$ cat src/rtl/mac_pipe.sv
`timescale 1ns/1ps
module mac_pipe #(
  parameter int HW = 16
) (
  input  logic          clk,
  input  logic          rst_n,
  input  logic          clr,
  input  logic          iss_vld,
  input  logic          iss_wide,
  input  logic [1:0]    iss_fmt,
  input  logic          iss_acc,
  input  logic [2*HW-1:0] opa,
  input  logic [2*HW-1:0] opb,
  output logic          iss_rdy,
  output logic [2*HW-1:0] acc,
  output logic          res_vld
);
  localparam int W = 2*HW;
  localparam logic [1:0] F_UINT = 2'd1;
  localparam logic [1:0] F_FRAC = 2'd2;
  localparam logic [1:0] K_N  = 2'd0;
  localparam logic [1:0] K_W0 = 2'd1;
  localparam logic [1:0] K_W1 = 2'd2;
  localparam logic [1:0] K_W2 = 2'd3;
  localparam logic [1:0] BUSY = 2'd3;
  localparam logic [W-1:0]  SMAX = {1'b0, {(W-1){1'b1}}};
  localparam logic [W-1:0]  SMIN = {1'b1, {(W-1){1'b0}}};
  localparam logic [HW-1:0] HMIN = {1'b1, {(HW-1){1'b0}}};

  logic [1:0]    cnt;
  logic [W-1:0]  ha, hb;
  logic          hacc;
  logic          s1_v, s1_sx, s1_frac, s1_acc;
  logic [1:0]    s1_k;
  logic [HW-1:0] s1_x, s1_y;
  logic          s2_v, s2_frac, s2_acc;
  logic [1:0]    s2_k;
  logic [W-1:0]  s2_p;
  logic [W-1:0]  t;
  logic [W-1:0]  ex, ey, mp, part;
  logic [W-1:0]  base, tsum, nacc;
  logic [W:0]    ssum;
  logic          take, fin;

  assign iss_rdy = (cnt == 2'd0);
  assign take    = iss_vld && iss_rdy && !clr;

  always_ff @(posedge clk or negedge rst_n)
    if (!rst_n) begin
      cnt <= '0; ha <= '0; hb <= '0; hacc <= 1'b0;
    end else if (clr) begin
      cnt <= '0;
    end else if (take && iss_wide) begin
      cnt <= BUSY; ha <= opa; hb <= opb; hacc <= iss_acc;
    end else if (cnt != 2'd0) begin
      cnt <= cnt - 2'd1;
    end

  always_ff @(posedge clk or negedge rst_n)
    if (!rst_n) begin
      s1_v <= 1'b0; s1_sx <= 1'b0; s1_frac <= 1'b0; s1_acc <= 1'b0;
      s1_k <= K_N; s1_x <= '0; s1_y <= '0;
    end else if (clr) begin
      s1_v <= 1'b0;
    end else if (take) begin
      s1_v    <= 1'b1;
      s1_x    <= opa[HW-1:0];
      s1_y    <= opb[HW-1:0];
      s1_acc  <= iss_acc;
      s1_sx   <= !iss_wide && (iss_fmt != F_UINT);
      s1_frac <= !iss_wide && (iss_fmt == F_FRAC);
      s1_k    <= iss_wide ? K_W0 : K_N;
    end else if (cnt == BUSY) begin
      s1_v <= 1'b1; s1_x <= ha[W-1:HW]; s1_y <= hb[HW-1:0];
      s1_sx <= 1'b0; s1_frac <= 1'b0; s1_acc <= hacc; s1_k <= K_W1;
    end else if (cnt == BUSY - 2'd1) begin
      s1_v <= 1'b1; s1_x <= ha[HW-1:0]; s1_y <= hb[W-1:HW];
      s1_sx <= 1'b0; s1_frac <= 1'b0; s1_acc <= hacc; s1_k <= K_W2;
    end else begin
      s1_v <= 1'b0;
    end

  assign ex = {{HW{s1_sx & s1_x[HW-1]}}, s1_x};
  assign ey = {{HW{s1_sx & s1_y[HW-1]}}, s1_y};
  assign mp = ex * ey;

  always_comb begin
    case (s1_k)
      K_N:     part = !s1_frac ? mp :
                      (s1_x == HMIN && s1_y == HMIN) ? SMAX : {mp[W-2:0], 1'b0};
      K_W0:    part = mp;
      default: part = {mp[HW-1:0], {HW{1'b0}}};
    endcase
  end

  always_ff @(posedge clk or negedge rst_n)
    if (!rst_n) begin
      s2_v <= 1'b0; s2_frac <= 1'b0; s2_acc <= 1'b0; s2_k <= K_N; s2_p <= '0;
    end else if (clr) begin
      s2_v <= 1'b0;
    end else begin
      s2_v <= s1_v; s2_frac <= s1_frac; s2_acc <= s1_acc; s2_k <= s1_k; s2_p <= part;
    end

  assign base = s2_acc ? acc : '0;
  assign tsum = t + s2_p;
  assign ssum = {base[W-1], base} + {s2_p[W-1], s2_p};
  assign fin  = s2_v && (s2_k == K_N || s2_k == K_W2);

  always_comb begin
    nacc = acc;
    if (s2_k == K_N) begin
      if (!s2_frac)                   nacc = base + s2_p;
      else if (ssum[W] != ssum[W-1])  nacc = ssum[W] ? SMIN : SMAX;
      else                            nacc = ssum[W-1:0];
    end else if (s2_k == K_W2) begin
      nacc = base + tsum;
    end
  end

  always_ff @(posedge clk or negedge rst_n)
    if (!rst_n) begin
      acc <= '0; res_vld <= 1'b0; t <= '0;
    end else if (clr) begin
      acc <= '0; res_vld <= 1'b0; t <= '0;
    end else begin
      res_vld <= fin;
      if (fin) acc <= nacc;
      if (s2_v && s2_k == K_W0) t <= s2_p;
      if (s2_v && s2_k == K_W1) t <= tsum;
    end


  narrow_latency_chk: assert property (@(posedge clk) disable iff (!rst_n)
    (iss_vld && iss_rdy && !iss_wide && !clr) ##1 !clr ##1 !clr |=> res_vld);


  wide_latency_chk: assert property (@(posedge clk) disable iff (!rst_n)
    (iss_vld && iss_rdy && iss_wide && !clr) ##1 !clr ##1 !clr ##1 !clr ##1 !clr |=> res_vld);


  wide_busy_chk: assert property (@(posedge clk) disable iff (!rst_n || clr)
    (iss_vld && iss_rdy && iss_wide) |=> !iss_rdy ##1 !iss_rdy ##1 !iss_rdy ##1 iss_rdy);


  acc_hold_chk: assert property (@(posedge clk) disable iff (!rst_n)
    (!res_vld && !$past(clr)) |-> $stable(acc));


  clear_chk: assert property (@(posedge clk) disable iff (!rst_n)
    clr |=> (acc == '0 && !res_vld && iss_rdy));


  frac_product_chk: assert property (@(posedge clk) disable iff (!rst_n)
    (s2_v && s2_frac) |-> (s2_p != SMIN));
endmodule

$ cat config.mk
export PLATFORM = sky130hd
export DESIGN_NAME = mac_pipe
export DESIGN_NICKNAME = d
export VERILOG_FILES = /design/src/rtl/mac_pipe.sv
export SDC_FILE = /design/constraint.sdc
export NUM_CORES = 1
export LEC_CHECK = 0
export ABC_AREA = 1
export BUFFER_PORTS_ARGS = -buffer_cell sky130_fd_sc_hd__buf_4
export CAP_MARGIN = 5
export CORE_ASPECT_RATIO = 0.8
export CORE_MARGIN = 3
export CORE_UTILIZATION = 55
export DETAILED_ROUTE_END_ITERATION = 10
export PLACE_DENSITY = 0.72
export RECOVER_POWER = 25
export REMOVE_ABC_BUFFERS = 1
export SLEW_MARGIN = 5
export SYNTH_ARGS = -nofsm -noshare
export SYNTH_HDL_FRONTEND = slang
export SYNTH_SLANG_ARGS = --single-unit
$ cat constraint.sdc
create_clock -name clk -period 7.6 [get_ports clk]
set_clock_uncertainty 0.1 [all_clocks]
set_input_delay 0.76 -clock clk [delete_from_list [all_inputs] [get_ports clk]]
set_output_delay 0.76 -clock clk [all_outputs]
set_load 0.1 [all_outputs]
Yosys cells after proc, flatten, opt, wreduce, memory -nomap -nowiden
Index checks and enable logic that the tools add are counted.
- flip-flop bits (word level): 207
- input port bits: 72
- word-level logic and storage cells: 103
- add/subtract/negate cells: 5
- $mul: 1
- equality and inequality tests: 11
- multiplexer cells: 40
- bitwise gates (word level): 3
- reduce and logical (&&, ||, !) cells: 24
- operator list (operator ; number):
    $mux W32 ; 13
    $add A32 B32 Y32 ; 3
    $mux W16 ; 6
    $pmux W32 S2 ; 1
    $add A32 B32 Y33 ; 1
    $eq A16 B16 Y1 const B ; 2
    $mul A17 B17 Y32 ; 1
    $mux W1 ; 14
    $mux W2 ; 6
    $reduce_bool A3 Y1 ; 4
    $eq A2 B2 Y1 const B ; 5
    $logic_and A1 B1 Y1 ; 9
    $logic_not A2 Y1 ; 3
    $reduce_and A2 Y1 ; 3
    $eq A2 B1 Y1 const B ; 2
    $reduce_bool A2 Y1 ; 2
    $and A1 B1 Y1 ; 2
    $logic_not A1 Y1 ; 2
    $ne A2 B1 Y1 const B ; 1
    $sub A2 B1 Y2 const B ; 1
    $logic_or A1 B1 Y1 ; 1
    $ne A1 B1 Y1 ; 1
    $not A1 Y1 ; 1

Logic depth before layout (Yosys ltp)
- word-level depth: 8
- depth in mapped cells: 32
- mapped depth without buffers: 30

Least setup slack after synthesis
OpenSTA, ideal clock, no wires.
- path kind: register -> register
- from: register s1_x[15]
- to: register s2_p[28]
- data arrival time: 5900 ps
- setup slack: 1538 ps
- stages on the path, launching flop included: 23
- buffers on the path: 2
- cell sequence: dfrtp_1 buf_2 nand2_1 clkbuf_1 nor2_1 fa_1 inv_1 fa_1 fa_1 fa_1 inv_1 fa_1 fa_1 ha_1 nand2_1 nor4_1 nand3_1 nand3_1 xnor2_1 or2_2 nand3_1 nand2_1 inv_1
- word-level cells in the longest chain between the ends: 5
- elaborated cells on any way between the ends: 7
- ends and longest elaborated chain (item ; line ; RTL):
    from (decl) ; 35 ; logic [HW-1:0] s1_x, s1_y;
    from (signal assigned) ; 67 ; s1_x <= opa[HW-1:0];
    $and A1 B1 Y1 or $eq A16 B16 Y1 (tied branches) ; 83, 90 ;
    $mul A17 B17 Y32 or $logic_and A1 B1 Y1 (tied branches) ; 85, 90 ;
    $mux W32 ; 90 ; (s1_x == HMIN && s1_y == HMIN) ? SMAX : {mp[W-2:0], 1'b0};
    $mux W32 ; 89 ; K_N: part = !s1_frac ? mp :
    $pmux W32 S2 (*) ; 88 ; case (s1_k)
    to (signal assigned) ; 98 ; s2_v <= 1'b0; s2_frac <= 1'b0; s2_acc <= 1'b0; s2_k <= K_N; s2_p <= '0;
    to (signal assigned) ; 102 ; s2_v <= s1_v; s2_frac <= s1_frac; s2_acc <= s1_acc; s2_k <= s1_k; s2_p <= part;
    to (decl) ; 38 ; logic [W-1:0] s2_p;
Every way passes the cells marked *; elsewhere a longest branch is shown, timed or not.
A chain may end at the register's enable or synchronous reset.

Final worst setup path
- from: register s1_y[1]
- to: register s2_p[26]
- word-level cells in the longest chain between the ends: 5
- elaborated cells on any way between the ends: 6
- ends and longest elaborated chain (item ; line ; RTL):
    from (decl) ; 35 ;
    from (signal assigned) ; 68 ; s1_y <= opb[HW-1:0];
    parallel branches: the longest is 4 deep, another holds $mul A17 B17 Y32 ; - ;
    $pmux W32 S2 (*) ; 88 ;
Every way passes the cells marked *.

==> results.md <==
Run:
- Across the run, the number of max-cap violations was 3.

Drt:
- Dividing the detail-routed wire length by the instance count gives ~18 µm.
- After detailed routing, the total wire length is between 80 and 90 mm.
- The via count is 25300.
- The residual DRC count is 0.
- Using the TritonRoute via totals, the vias-per-cell ratio works out to about 5.5.
- The number of nets with antenna violations after routing is 0.
- The number of detailed-routing iterations run before antenna repair is 6.
- The first routing iteration left between 2000 and 3000 violations.

Hold path:
- The hold path startpoint is opa[16].
- The path category of the worst min-delay check is input port to flop.
- The endpoint of the worst hold-timing path is ha[16]$_DFFE_PN0P_.
- The worst hold path depth is 3.

Clock tree:
- In this run, post-CTS hold repair placed 0 buffers.
- The number of buffers on the longest clock path is 3.
- After clock tree synthesis, the setup repair step added 0 buffers.
- In this run the clock root is driven by a clkbuf_16.
- The number of cells upsized or downsized after cts is 0.
- The number of clock buffers inserted by TritonCTS is 25.
- The clock insertion delay at the later pin of the skew report is 0.56 ns.
- The TritonCTS sink count is around 210.
- The clock tree from TritonCTS is yes.
- The clock transition time at the flip-flop clock pins of the worst setup and hold paths is approximately 0.06 ns.
- The H-tree level count is 1.

Setup path:
- STA puts the critical path data required time at ~8 ns.
- The number of cells on the worst reg-to-reg path is 25.
- In this run the register-to-register setup slack is between 0.5 and 0.6 ns.
- The data arrival time of the critical path is between 7 and 8 ns.
- On the critical path, the stage with the largest delay is an instance of dfrtp_1.
- The capturing element type of the critical path is a flop.
- The maximum fanout along the worst path is 18.
- The longest individual stage delay on the worst path is about 0.95 ns.
- The library cell appearing most often on the critical path is inv_1.
- The critical path startpoint category is a flop.
- The critical register-to-register path startpoint is s1_y[1]$_DFFE_PN0P_.
- The critical path is of the flop to flop type.
- The end of the worst register-to-register path is s2_p[26]$_DFFE_PN0N_.
- Grouping stages by cell kind, the critical path spends the most delay in adder cells.
- The total buffers and inverters traversed by the critical path is 7.

STA:
- The final critical delay including setup and external delays is between 7 and 8 ns.
- Setup repair after global routing left no endpoint under its margin.
- Setup violations remaining at the end of the flow were counted as 0.
- At the pin with the least slew margin, the transition time is approximately 4.3 ns.
- The tightest hold path in the finished design has a slack of 0.297 ns.
- The post-route clock period utilization is 93.3%.
- The count of pins over their slew limit is approximately 180.
- After layout, the worst setup slack is between 0.5 and 0.6 ns.
- In this run the tightest slew margin relative to its limit is -185%.
- The hold violation count in the final report is 0.
- The highest clock frequency the design can meet is roughly 0.14 GHz.

Global route:
- The number of global-route vias before repair is between 20000 and 25000.
- Entering global routing, the biggest net connects 75 pins.
- The initial antenna violation count is 0.
- The total congestion overflow is 0.
- The wire length of the first global-routing pass is approximately 130 mm.
- The total track usage is approximately a third.

Run status:
- The final reports fail on capacitance limit, slew limit.
- The flow ran to the end, but the final reports show violations.

Cells and area:
- The final layout contains approximately 4500 nets.
- In the layout the commonest cells are 1119 x nand2_1, 801 x inv_1, 285 x fa_1, 246 x nor2_1, 215 x o21ai_0.
- The layout overhead on the synthesized area is 7.87%.
- Leaving out fill and tap cells, the most frequent cell in the layout is nand2_1.
- The finished cells cover ~30000 µm².
- The repair_antennas step left the layout with diodes totalling 0.
- Cells with a size suffix above 1 make up roughly 6% of the layout.

Logic synthesis:
- The mean instance size in the synthesized netlist is roughly 7 µm².
- In this run, synthesis inferred 0 flip-flops with an integrated enable.
- The sequential area share after synthesis is a little under a fifth.
- The mapped cell area is between 20000 and 30000 µm².
- The proportion of synthesized flip-flops having asynchronous set or reset is between 90% and 100%.
- The register bit count reported by yosys is about 210.
- The Yosys step of the flow raised 0 warnings.
- The most used flip-flop cell after synthesis is dfrtp_1.
- In the synthesized netlist, the number of instances is slightly below 4000.
- The post-synthesis cell type count is 53.

Floorplanning:
- The floorplan step defined a core boundary enclosing about 49000 µm².
- The overall die height is approximately 210 µm.
- The die covers ~53000 µm².
- Once the floorplan was initialized, standard cells occupied between 50% and 60% of the core.
- The horizontal die dimension is approximately 260 µm.
- During I/O placement, the number of pins put on the boundary was 106.
- The number of rows created at floorplan is 72.

Place:
- The post-place setup slack is 0.774 ns.
- The count of input and output buffers is 105.
- The wire-length estimate of the detail-placed layout is approximately 66 mm.
- Once placement finished, the instance area stood at 28700 µm².
- The congestion estimate from routability-driven global placement came to slightly above 1.
-- cell usage after synthesis (8+ instances only) --
cell         n  area share [%]
nand2_2     10            0.23
xnor2_1     27            0.86
nand2_1   1119              15
o211ai_1    35            0.96
buf_1       26            0.36
a21oi_1    184             3.4
a21o_1       8            0.22
buf_2       11            0.20
nor3_1      26            0.47
a31oi_1     49             1.1
o21a_1       8            0.22
nor2_1     249             3.4
nand3_1    151             2.8
ha_1       183             8.4
or2_2       17            0.39
nand4_1     19            0.43
clkbuf_1   111             1.5
o21bai_1    17            0.47
nor4_1       9            0.21
xor2_1      49             1.6
fa_1       285              21
o21ai_1     36            0.66
o21ai_0    215             3.9
dfrtp_1    207              19
inv_1      803              11
-- state kept, by name, summed over array words and instances, names as in the netlist, 2 cells and up --
signal / flops
acc: 32
ha: 32
hb: 32
s2_p: 32
t: 32
s1_x: 16
s1_y: 16
cnt: 2
s1_k: 2
s2_k: 2
-- cells by family after synthesis --
kind of cell,share of synthesized area [%]
AND/OR/NAND/NOR,23.9
AO/OA/AOI/OAI,12.2
XOR/XNOR,2.43
buffers and inverters,13.4
flip-flops,18.9
adder cells (fa/ha/maj),29.2
-- routing by layer --
| metal | track usage [%] | share of wire, % | vias to the layer above |
|---|---|---|---|
| met5 | 0 | 0 | - |
| met1 | 49.3 | 47 | 11900 |
| li1 | - | - | 12100 |
| met3 | 9.68 | 13 | 74 |
| met2 | 43.9 | 39 | 1134 |
| met4 | 4.76 | 1.6 | 0 |
-- worst reg2reg max path, stage by stage, from the launching register on --
cell and delay, ns:
dfrtp_1 0.95, inv_1 0.23, nor2_1 0.20, ha_1 0.36, fa_1 0.93, inv_1 0.31
fa_1 0.56, inv_1 0.06, fa_1 0.52, inv_1 0.05, fa_1 0.47, inv_1 0.04
ha_1 0.35, nand2_1 0.15, inv_1 0.14, nand2_1 0.08, nor2_1 0.39, nand4_1 0.24
nand3_1 0.28, nand2_1 0.11, nand3_1 0.15, nand2_1 0.07, nand2_1 0.05, nand3_1 0.06
inv_1 0.08, a21oi_1 0.05
-- stage by stage --
step	TNS [ns]	std cells	utilization, %
after floorplan	-0.351	3775	-
after global placement	0	4585	58.8
after detailed placement	0	4585	58.8
after CTS	0	4629	60.6
after global routing	0	4629	60.5
final	0	4629	60.5
-- layout make-up --
| type | instances | area, µm² |
|---|---|---|
| Fill cell | 4631 | 19300 |
| Multi-Input combinational cell | 2759 | 18600 |
| Sequential cell | 207 | 5180 |
| Inverter | 809 | 3040 |
| Timing Repair Buffer | 144 | 1070 |
| Tap cell | 666 | 833 |
| Clock buffer | 35 | 723 |
| Clock inverter | 9 | 143 |
-- worst max-delay path by stage --
stage,from,to,slack (ns),cells after the start
6_report,s1_y[1]$_DFFE_PN0P_,s2_p[26]$_DFFE_PN0N_,0.51,25
5_1_grt,s1_y[1]$_DFFE_PN0P_,s2_p[26]$_DFFE_PN0N_,0.21,26
4_1_cts,s1_y[1]$_DFFE_PN0P_,s2_p[26]$_DFFE_PN0N_,0.73,26
3_5_place_dp,s1_y[1]$_DFFE_PN0P_,s2_p[26]$_DFFE_PN0N_,0.77,26
3_3_place_gp,s1_y[1]$_DFFE_PN0P_,s2_p[26]$_DFFE_PN0N_,0.80,25
2_1_floorplan,clr,cnt[1]$_DFFE_PN0P_,-0.24,8
Power is not shown: default switching activity piles up to over one toggle a cycle in this logic, so the estimate is an artifact.
